**src/rtl/tmr_pkg.sv**
```systemverilog
`timescale 1ns/1ps
package tmr_pkg;

  // Counting behaviour selected by control bits [5:4]
  typedef enum logic [1:0] {
    MODE_ONCE   = 2'd0,
    MODE_REPEAT = 2'd1,
    MODE_SPARE  = 2'd2,
    MODE_FREE   = 2'd3
  } tmr_mode_e;

  // Word select inside a 16-byte channel window (address bits [3:2])
  typedef enum logic [1:0] {
    SEL_CTRL = 2'd0,
    SEL_CLK  = 2'd1,
    SEL_CNT  = 2'd2,
    SEL_CMP  = 2'd3
  } tmr_sel_e;

  localparam int CTRL_EN_BIT   = 0;
  localparam int CTRL_CLR_BIT  = 1;
  localparam int CTRL_MODE_LSB = 4;
  localparam int CLK_SRC_BIT   = 4;
  localparam int CLK_DIV_BIT   = 0;

  // Only one-shot and repeat produce compare events
  function automatic logic mode_compares(tmr_mode_e m);
    return (m == MODE_ONCE) || (m == MODE_REPEAT);
  endfunction

endpackage

```
**src/rtl/tmr_prescale.sv**
```systemverilog
`timescale 1ns/1ps
module tmr_prescale (
  input  logic clk,
  input  logic rst_n,
  input  logic fast_tick,
  input  logic slow_tick,
  input  logic src_slow,
  input  logic div_two,
  input  logic restart,
  output logic tick_out
);

  logic sel_tick;
  logic phase_q;

  assign sel_tick = src_slow ? slow_tick : fast_tick;
  assign tick_out = sel_tick & (~div_two | phase_q);

  always_ff @(posedge clk) begin
    if (!rst_n || restart) phase_q <= 1'b0;
    else if (sel_tick)     phase_q <= ~phase_q;
  end

  // with halving on, two passed ticks never come back to back
  p_div2_gap_r8: assert property (@(posedge clk) disable iff (!rst_n)
    (div_two && tick_out) |=> !(div_two && tick_out));

endmodule

```
**src/rtl/tmr_channel.sv**
```systemverilog
`timescale 1ns/1ps
module tmr_channel
  import tmr_pkg::*;
#(
  parameter int DATA_W = 32
) (
  input  logic              clk,
  input  logic              rst_n,
  input  logic              wr_ctrl,
  input  logic              wr_clk,
  input  logic              wr_cnt,
  input  logic              wr_cmp,
  input  logic [DATA_W-1:0] wdata,
  input  logic              fast_tick,
  input  logic              slow_tick,
  output logic [DATA_W-1:0] ctrl_rd,
  output logic [DATA_W-1:0] clk_rd,
  output logic [DATA_W-1:0] cnt_rd,
  output logic [DATA_W-1:0] cmp_rd,
  output logic              match_evt
);

  function automatic logic [DATA_W-1:0] step(logic [DATA_W-1:0] v);
    return v + {{(DATA_W-1){1'b0}}, 1'b1};
  endfunction

  logic              en_q;
  tmr_mode_e         mode_q;
  logic              src_q;
  logic              div_q;
  logic [DATA_W-1:0] cnt_q;
  logic [DATA_W-1:0] cmp_q;
  logic              clr_req;
  logic              tick;
  logic [DATA_W-1:0] cnt_next;

  assign clr_req  = wr_ctrl & wdata[CTRL_CLR_BIT];
  assign cnt_next = step(cnt_q);

  tmr_prescale u_pre (
    .clk       (clk),
    .rst_n     (rst_n),
    .fast_tick (fast_tick),
    .slow_tick (slow_tick),
    .src_slow  (src_q),
    .div_two   (div_q),
    .restart   (clr_req),
    .tick_out  (tick)
  );

  assign match_evt = en_q & tick & mode_compares(mode_q) & (cnt_next == cmp_q);

  always_ff @(posedge clk) begin
    if (!rst_n) begin
      en_q   <= 1'b0;
      mode_q <= MODE_ONCE;
    end else if (wr_ctrl) begin
      en_q   <= wdata[CTRL_EN_BIT];
      mode_q <= tmr_mode_e'(wdata[CTRL_MODE_LSB +: 2]);
    end else if (match_evt && mode_q == MODE_ONCE) begin
      en_q   <= 1'b0;
    end
  end

  always_ff @(posedge clk) begin
    if (!rst_n) begin
      src_q <= 1'b0;
      div_q <= 1'b0;
      cmp_q <= '0;
    end else begin
      if (wr_clk) begin
        src_q <= wdata[CLK_SRC_BIT];
        div_q <= wdata[CLK_DIV_BIT];
      end
      if (wr_cmp) cmp_q <= wdata;
    end
  end

  always_ff @(posedge clk) begin
    if (!rst_n)                                  cnt_q <= '0;
    else if (wr_cnt)                             cnt_q <= wdata;
    else if (clr_req)                            cnt_q <= '0;
    else if (match_evt && mode_q == MODE_REPEAT) cnt_q <= '0;
    else if (en_q && tick)                       cnt_q <= cnt_next;
  end

  always_comb begin
    ctrl_rd = '0;
    ctrl_rd[CTRL_EN_BIT] = en_q;
    ctrl_rd[CTRL_MODE_LSB +: 2] = mode_q;
    clk_rd = '0;
    clk_rd[CLK_SRC_BIT] = src_q;
    clk_rd[CLK_DIV_BIT] = div_q;
  end

  assign cnt_rd = cnt_q;
  assign cmp_rd = cmp_q;

  // a stopped channel with no bus access keeps its count
  p_hold_when_off_r2: assert property (@(posedge clk) disable iff (!rst_n)
    (!en_q && !wr_cnt && !clr_req) |=> $stable(cnt_q));

  // repeat mode restarts from zero after a compare event
  p_repeat_reload_r3: assert property (@(posedge clk) disable iff (!rst_n)
    (match_evt && mode_q == MODE_REPEAT && !wr_cnt && !clr_req) |=> (cnt_q == '0));

  // one-shot mode disarms itself after its event
  p_once_disarm_r4: assert property (@(posedge clk) disable iff (!rst_n)
    (match_evt && mode_q == MODE_ONCE && !wr_ctrl) |=> !en_q);

  // free-running counter rolls over to zero
  p_free_wrap_r5: assert property (@(posedge clk) disable iff (!rst_n)
    (en_q && tick && mode_q == MODE_FREE && cnt_q == '1 && !wr_cnt && !clr_req)
      |=> (cnt_q == '0));

  // a clear request zeroes the counter on the next cycle
  p_clear_zero_r6: assert property (@(posedge clk) disable iff (!rst_n)
    (clr_req && !wr_cnt) |=> (cnt_q == '0));

endmodule

```
**src/rtl/tmr_bank.sv**
```systemverilog
`timescale 1ns/1ps
module tmr_bank
  import tmr_pkg::*;
#(
  parameter int NUM_CH = 6,
  parameter int DATA_W = 32,
  parameter int ADDR_W = 8
) (
  input  logic              clk,
  input  logic              rst_n,
  input  logic              bus_wr,
  input  logic              bus_rd,
  input  logic [ADDR_W-1:0] bus_addr,
  input  logic [DATA_W-1:0] bus_wdata,
  output logic [DATA_W-1:0] bus_rdata,
  input  logic              fast_tick,
  input  logic              slow_tick,
  output logic              irq
);

  localparam int BLK_W = ADDR_W - 4;

  logic [BLK_W-1:0] blk;
  tmr_sel_e         sel;
  logic             aligned;

  assign blk     = bus_addr[ADDR_W-1:4];
  assign sel     = tmr_sel_e'(bus_addr[3:2]);
  assign aligned = (bus_addr[1:0] == 2'b00);

  logic [DATA_W-1:0] ctrl_rd [NUM_CH];
  logic [DATA_W-1:0] clk_rd  [NUM_CH];
  logic [DATA_W-1:0] cnt_rd  [NUM_CH];
  logic [DATA_W-1:0] cmp_rd  [NUM_CH];
  logic [NUM_CH-1:0] evt_vec;

  for (genvar g = 0; g < NUM_CH; g++) begin : g_ch
    logic hit;
    assign hit = bus_wr & aligned & (blk == BLK_W'(g + 1));

    tmr_channel #(.DATA_W(DATA_W)) u_ch (
      .clk       (clk),
      .rst_n     (rst_n),
      .wr_ctrl   (hit && sel == SEL_CTRL),
      .wr_clk    (hit && sel == SEL_CLK),
      .wr_cnt    (hit && sel == SEL_CNT),
      .wr_cmp    (hit && sel == SEL_CMP),
      .wdata     (bus_wdata),
      .fast_tick (fast_tick),
      .slow_tick (slow_tick),
      .ctrl_rd   (ctrl_rd[g]),
      .clk_rd    (clk_rd[g]),
      .cnt_rd    (cnt_rd[g]),
      .cmp_rd    (cmp_rd[g]),
      .match_evt (evt_vec[g])
    );
  end

  // Shared interrupt registers in the window at block 0
  logic              shared_hit;
  logic              en_wr;
  logic [NUM_CH-1:0] ack_mask;
  logic [NUM_CH-1:0] irq_en_q;
  logic [NUM_CH-1:0] pend_q;

  assign shared_hit = bus_wr & aligned & (blk == '0);
  assign en_wr      = shared_hit && sel == SEL_CTRL;
  assign ack_mask   = (shared_hit && sel == SEL_CNT) ? bus_wdata[NUM_CH-1:0] : '0;

  always_ff @(posedge clk) begin
    if (!rst_n) begin
      irq_en_q <= '0;
      pend_q   <= '0;
    end else begin
      if (en_wr) irq_en_q <= bus_wdata[NUM_CH-1:0];
      pend_q <= (pend_q & ~ack_mask) | evt_vec;
    end
  end

  assign irq = |(pend_q & irq_en_q);

  // Read path
  logic [DATA_W-1:0] rd_val;

  always_comb begin
    rd_val = '0;
    if (aligned && blk == '0) begin
      if (sel == SEL_CTRL) rd_val[NUM_CH-1:0] = irq_en_q;
      if (sel == SEL_CNT)  rd_val[NUM_CH-1:0] = pend_q;
    end
    for (int i = 0; i < NUM_CH; i++) begin
      if (aligned && blk == BLK_W'(i + 1)) begin
        case (sel)
          SEL_CTRL: rd_val = ctrl_rd[i];
          SEL_CLK:  rd_val = clk_rd[i];
          SEL_CNT:  rd_val = cnt_rd[i];
          default:  rd_val = cmp_rd[i];
        endcase
      end
    end
  end

  always_ff @(posedge clk) begin
    if (!rst_n)      bus_rdata <= '0;
    else if (bus_rd) bus_rdata <= rd_val;
  end

  // every compare event is visible in the pending flags next cycle
  p_pend_capture_r9: assert property (@(posedge clk) disable iff (!rst_n)
    (|evt_vec) |=> ((pend_q & $past(evt_vec)) == $past(evt_vec)));

  // acknowledged flags with no simultaneous event are gone next cycle
  p_ack_clears_r9: assert property (@(posedge clk) disable iff (!rst_n)
    (|ack_mask) |=> ((pend_q & $past(ack_mask) & ~$past(evt_vec)) == '0));

endmodule

```
**config.mk**
```make
export PLATFORM = sky130hd
export DESIGN_NAME = tmr_bank
export DESIGN_NICKNAME = d
export VERILOG_FILES = /design/src/rtl/tmr_pkg.sv /design/src/rtl/tmr_prescale.sv /design/src/rtl/tmr_channel.sv /design/src/rtl/tmr_bank.sv
export SDC_FILE = /design/constraint.sdc
export NUM_CORES = 2
export LEC_CHECK = 0
export BUFFER_PORTS_ARGS = -buffer_cell sky130_fd_sc_hd__buf_2
export CAP_MARGIN = 25
export CORE_AREA = 2 2 247 274
export CTS_CLUSTER_DIAMETER = 40
export DETAILED_ROUTE_END_ITERATION = 16
export DIE_AREA = 0 0 249 276
export PLACE_DENSITY = 0.7
export SLEW_MARGIN = 30
export SYNTH_ARGS = -nofsm -noshare
export SYNTH_HDL_FRONTEND = slang
export SYNTH_SLANG_ARGS = --single-unit
```
**constraint.sdc**
```tcl
create_clock -name clk -period 3.8 [get_ports clk]
set_clock_uncertainty 0.2 [all_clocks]
set_input_delay 0.76 -clock clk [delete_from_list [all_inputs] [get_ports clk]]
set_output_delay 0.76 -clock clk [all_outputs]
set_load 0.1 [all_outputs]
```
==> out/results.ini <==
[timing]
setup_viol = 18
timing.fmax_mhz = 258
final-hold-violation-count = 0
rsz0062_at_grt = true
fin_setup_tns_ps = -484
fin_ws_ps = -83.1
worst_slew_pin_slew_ps = 899
period_needed_ps = 3880
slew_headroom_pct = 39.4
period_share_pct = 102
slew_violations = 0

[floorplanning]
num_io_pins = 79
core_um2 = 65800
start_util_pct = 49.8
dieArea_um2 = 68700
rows = 99
die_h_um = 276
die_x_um = 249

[worst_setup_path]
slowest_stage = or4_4
path_depth = 11
worstRegToRegCells = 11
cp-start-kind = flip-flop
path_buf_inv = 2
end_kind = flip-flop
required_ps = 4100
crit_chain = and4_4, buf_4, nand2_1, nor3_1, nand3_1, a2111oi_0, nor3_1, or4_4, buf_12, a32oi_1, o22ai_1
cp.arrival_ps = 4190
path_class = flip-flop to flip-flop
slowest_delay_ps = 700
crit_top_cell = nor3_1
critPathTopFamily = simple AND/OR/NAND/NOR gates
critical_path.max_fanout = 7

[grt]
grt_pass1_wl_um = 212000
antenna_found_initial = 4
grt-ovfl-total = 0
grt_pass1_vias = 33500
grt_max_degree = 99
track_usage_pct = 39.8

[clock_network]
clock_path_buffers = 3
clock-sinks = 464
cts_buffers = 83
root_buffer = clkbuf_16
h-tree-depth = 3
cts_tree = done
clkTransAtPathRegs_ps = 60
clkLatencyLatePin_ps = 660

[logic_synthesis]
synth.cell_area_um2 = 32700
ys_types = 99
yosys.area.top_type_share_pct = 28.4
avgSynthCellArea_um2 = 7.33
synth_area_leader_cell = dfxtp_1
ys_seq_elements = 464
ys_seq_area_share_pct = 28.4
synthCells = 4467
synth_top_flop_cell = dfxtp_1
synth_edf_count = 0
yosys_warnings = 0
yosys-top-cells-area = dfxtp_1 (28%), nand2_1 (7.7%), a21oi_1 (7.2%)
async_flop_share_pct = 0
syn_nets = 4519

[layout]
nets = 4619
area_growth_pct = 19.6
layout-drive-gt1-share_pct = 17.4

[worst_hold_path]
hold_depth = 2
hold_class = flip-flop to flip-flop

[status]
violations = negative setup slack
outcome = finished with violations

[pwr]
peakVddDrop_mv = 0.317
leakage_nw = 13.8
pwr_density_cell_nw_per_um2 = 384

[detailed_routing]
final_antenna_net_count = 0
viasPerCell = 6.83
route.vias.total = 37500
drc_errors = 0
routed_wl_um = 145000
dr.pass1.iters = 6
drt_iter0_drc = 5772
wl_per_cell_um = 26.4

[placement]
gp_congestion = 1.07
io_buffers = 78
dp_hpwl_um = 98900
pre_cts_slack_ps = -314

[run]
drv_cap = 0

layout by cell type, fill, tap and decap left out, types with 53 or more instances in the layout:
cell type	synthesis	final
a21oi_1	471	467
a22oi_1	135	128
and3_1	99	98
buf_2	19	76
buf_4	7	365
clkbuf_16	0	87
dfxtp_1	464	456
mux2_2	53	53
mux2i_1	143	143
nand2_1	673	672
nand3_1	231	229
nand4_1	111	111
nor2_1	175	159
nor3_1	111	104
nor4_1	117	116
o21ai_0	195	186
o22ai_1	54	54
xnor2_1	169	165
xor2_1	82	82
per-layer routing:
layer  wire length, µm  global-route usage (%)  up-vias
met5                30                       0        -
met4             12300                    30.1        4
met3             17700                    9.10      580
met2             60600                    57.9     2578
met1             54300                    51.2    17700
li1                  -                       -    16700
what timing repair did:
action / 4_1_cts / 5_1_grt
endpoints found under the setup margin: 17 / 114
endpoints found under the hold margin: 0 / 0
buffers inserted: 1 / 13
gates cloned: 0 / 5
pin swaps: 0 / 33
hold buffers: 0 / 0
gates resized for setup: 11 / 81
power breakdown:
part / internal [mW] / switching, mW / total (mW)
combinational: 0.593 / 1.12 / 1.71
sequential: 5.00 / 0.171 / 5.17
clock: 5.15 / 3.00 / 8.14
total: 10.7 / 4.29 / 15.0
area by class of cell:
class	count	area [µm²]
fill	6050	26600
timing repair buffer	468	3640
multi-input combinational	3501	21900
inverter	49	191
clock buffer	93	2160
tap	858	1070
clock inverter	61	837
antenna	4	10.0
sequential	464	9300
state kept, by name, summed over array words and instances, names as in the netlist:
signal and flops:
g_ch.u_ch.div_q 6, pend_q 6, irq_en_q 6, bus_rdata 32, g_ch.u_ch.cmp_rd 192, g_ch.u_ch.u_pre.phase_q 6
g_ch.u_ch.en_q 6, g_ch.u_ch.mode_q 12, g_ch.u_ch.cnt_rd 192, g_ch.u_ch.src_q 6
worst register-to-register path, delay by kind of cell (launching register included):
kind | cells | cell delay (ps)
AO/OA/AOI/OAI | 3 | 870
buffers and inverters | 2 | 320
flip-flops | 1 | 480
AND/OR/NAND/NOR | 6 | 1880
worst paths after layout:
| check | from | to | slack, ps |
|---|---|---|---|
| min reg2reg | g_ch[1].u_ch.cmp_rd[16] | g_ch[1].u_ch.cmp_rd[16] | 270 |
| max reg2reg | g_ch[4].u_ch.cnt_rd[4] | g_ch[4].u_ch.cnt_rd[17] | -80 |
| max | g_ch[4].u_ch.cnt_rd[4] | g_ch[4].u_ch.cnt_rd[17] | -80 |
| min | g_ch[1].u_ch.cmp_rd[16] | g_ch[1].u_ch.cmp_rd[16] | 270 |
synthesized netlist by cell type (all sizes together) (9+ instances only):
master and n:
a2111oi 14, a211oi 20, a21o 25, a21oi 471, a221oi 21, a22o 15, a22oi 135, a311oi 28
a31oi 56, a32oi 19, and2 31, and3 99, and4 31, buf 55, clkbuf 398, dfxtp 464
inv 48, mux2 54, mux2i 143, mux4 13, nand2 673, nand2b 21, nand3 232, nand3b 18
nand4 113, nor2 176, nor2b 34, nor3 111, nor3b 23, nor4 123, nor4b 17, o2111ai 17
o211ai 15, o21a 17, o21ai 201, o22a 9, o22ai 54, o32ai 9, or2 11, or3 34
or4 46, xnor2 169, xor2 82
cells by family after synthesis:
group	after synthesis	synth area share [%]
AO/OA/AOI/OAI	1209	23.1
XOR/XNOR	254	6.92
adder cells (fa/ha/maj)	6	0.229
buffers and inverters	502	5.96
flip-flops	464	28.4
multiplexers	210	7.12
AND/OR/NAND/NOR	1822	28.3
through the flow:
step	instances	util [%]	hold slack, ps	instance area (µm²)	power (mW)
after floorplan	4467	-	244	32800	6.28
after global placement	5320	54.0	258	35500	6.86
after detailed placement	5320	54.0	263	35500	6.87
after CTS	5475	58.7	260	38600	14.9
after global routing	5495	59.5	292	39200	15.3
final	5498	59.5	268	39200	15.0
No activity file was read; power rests on OpenSTA's default activity.
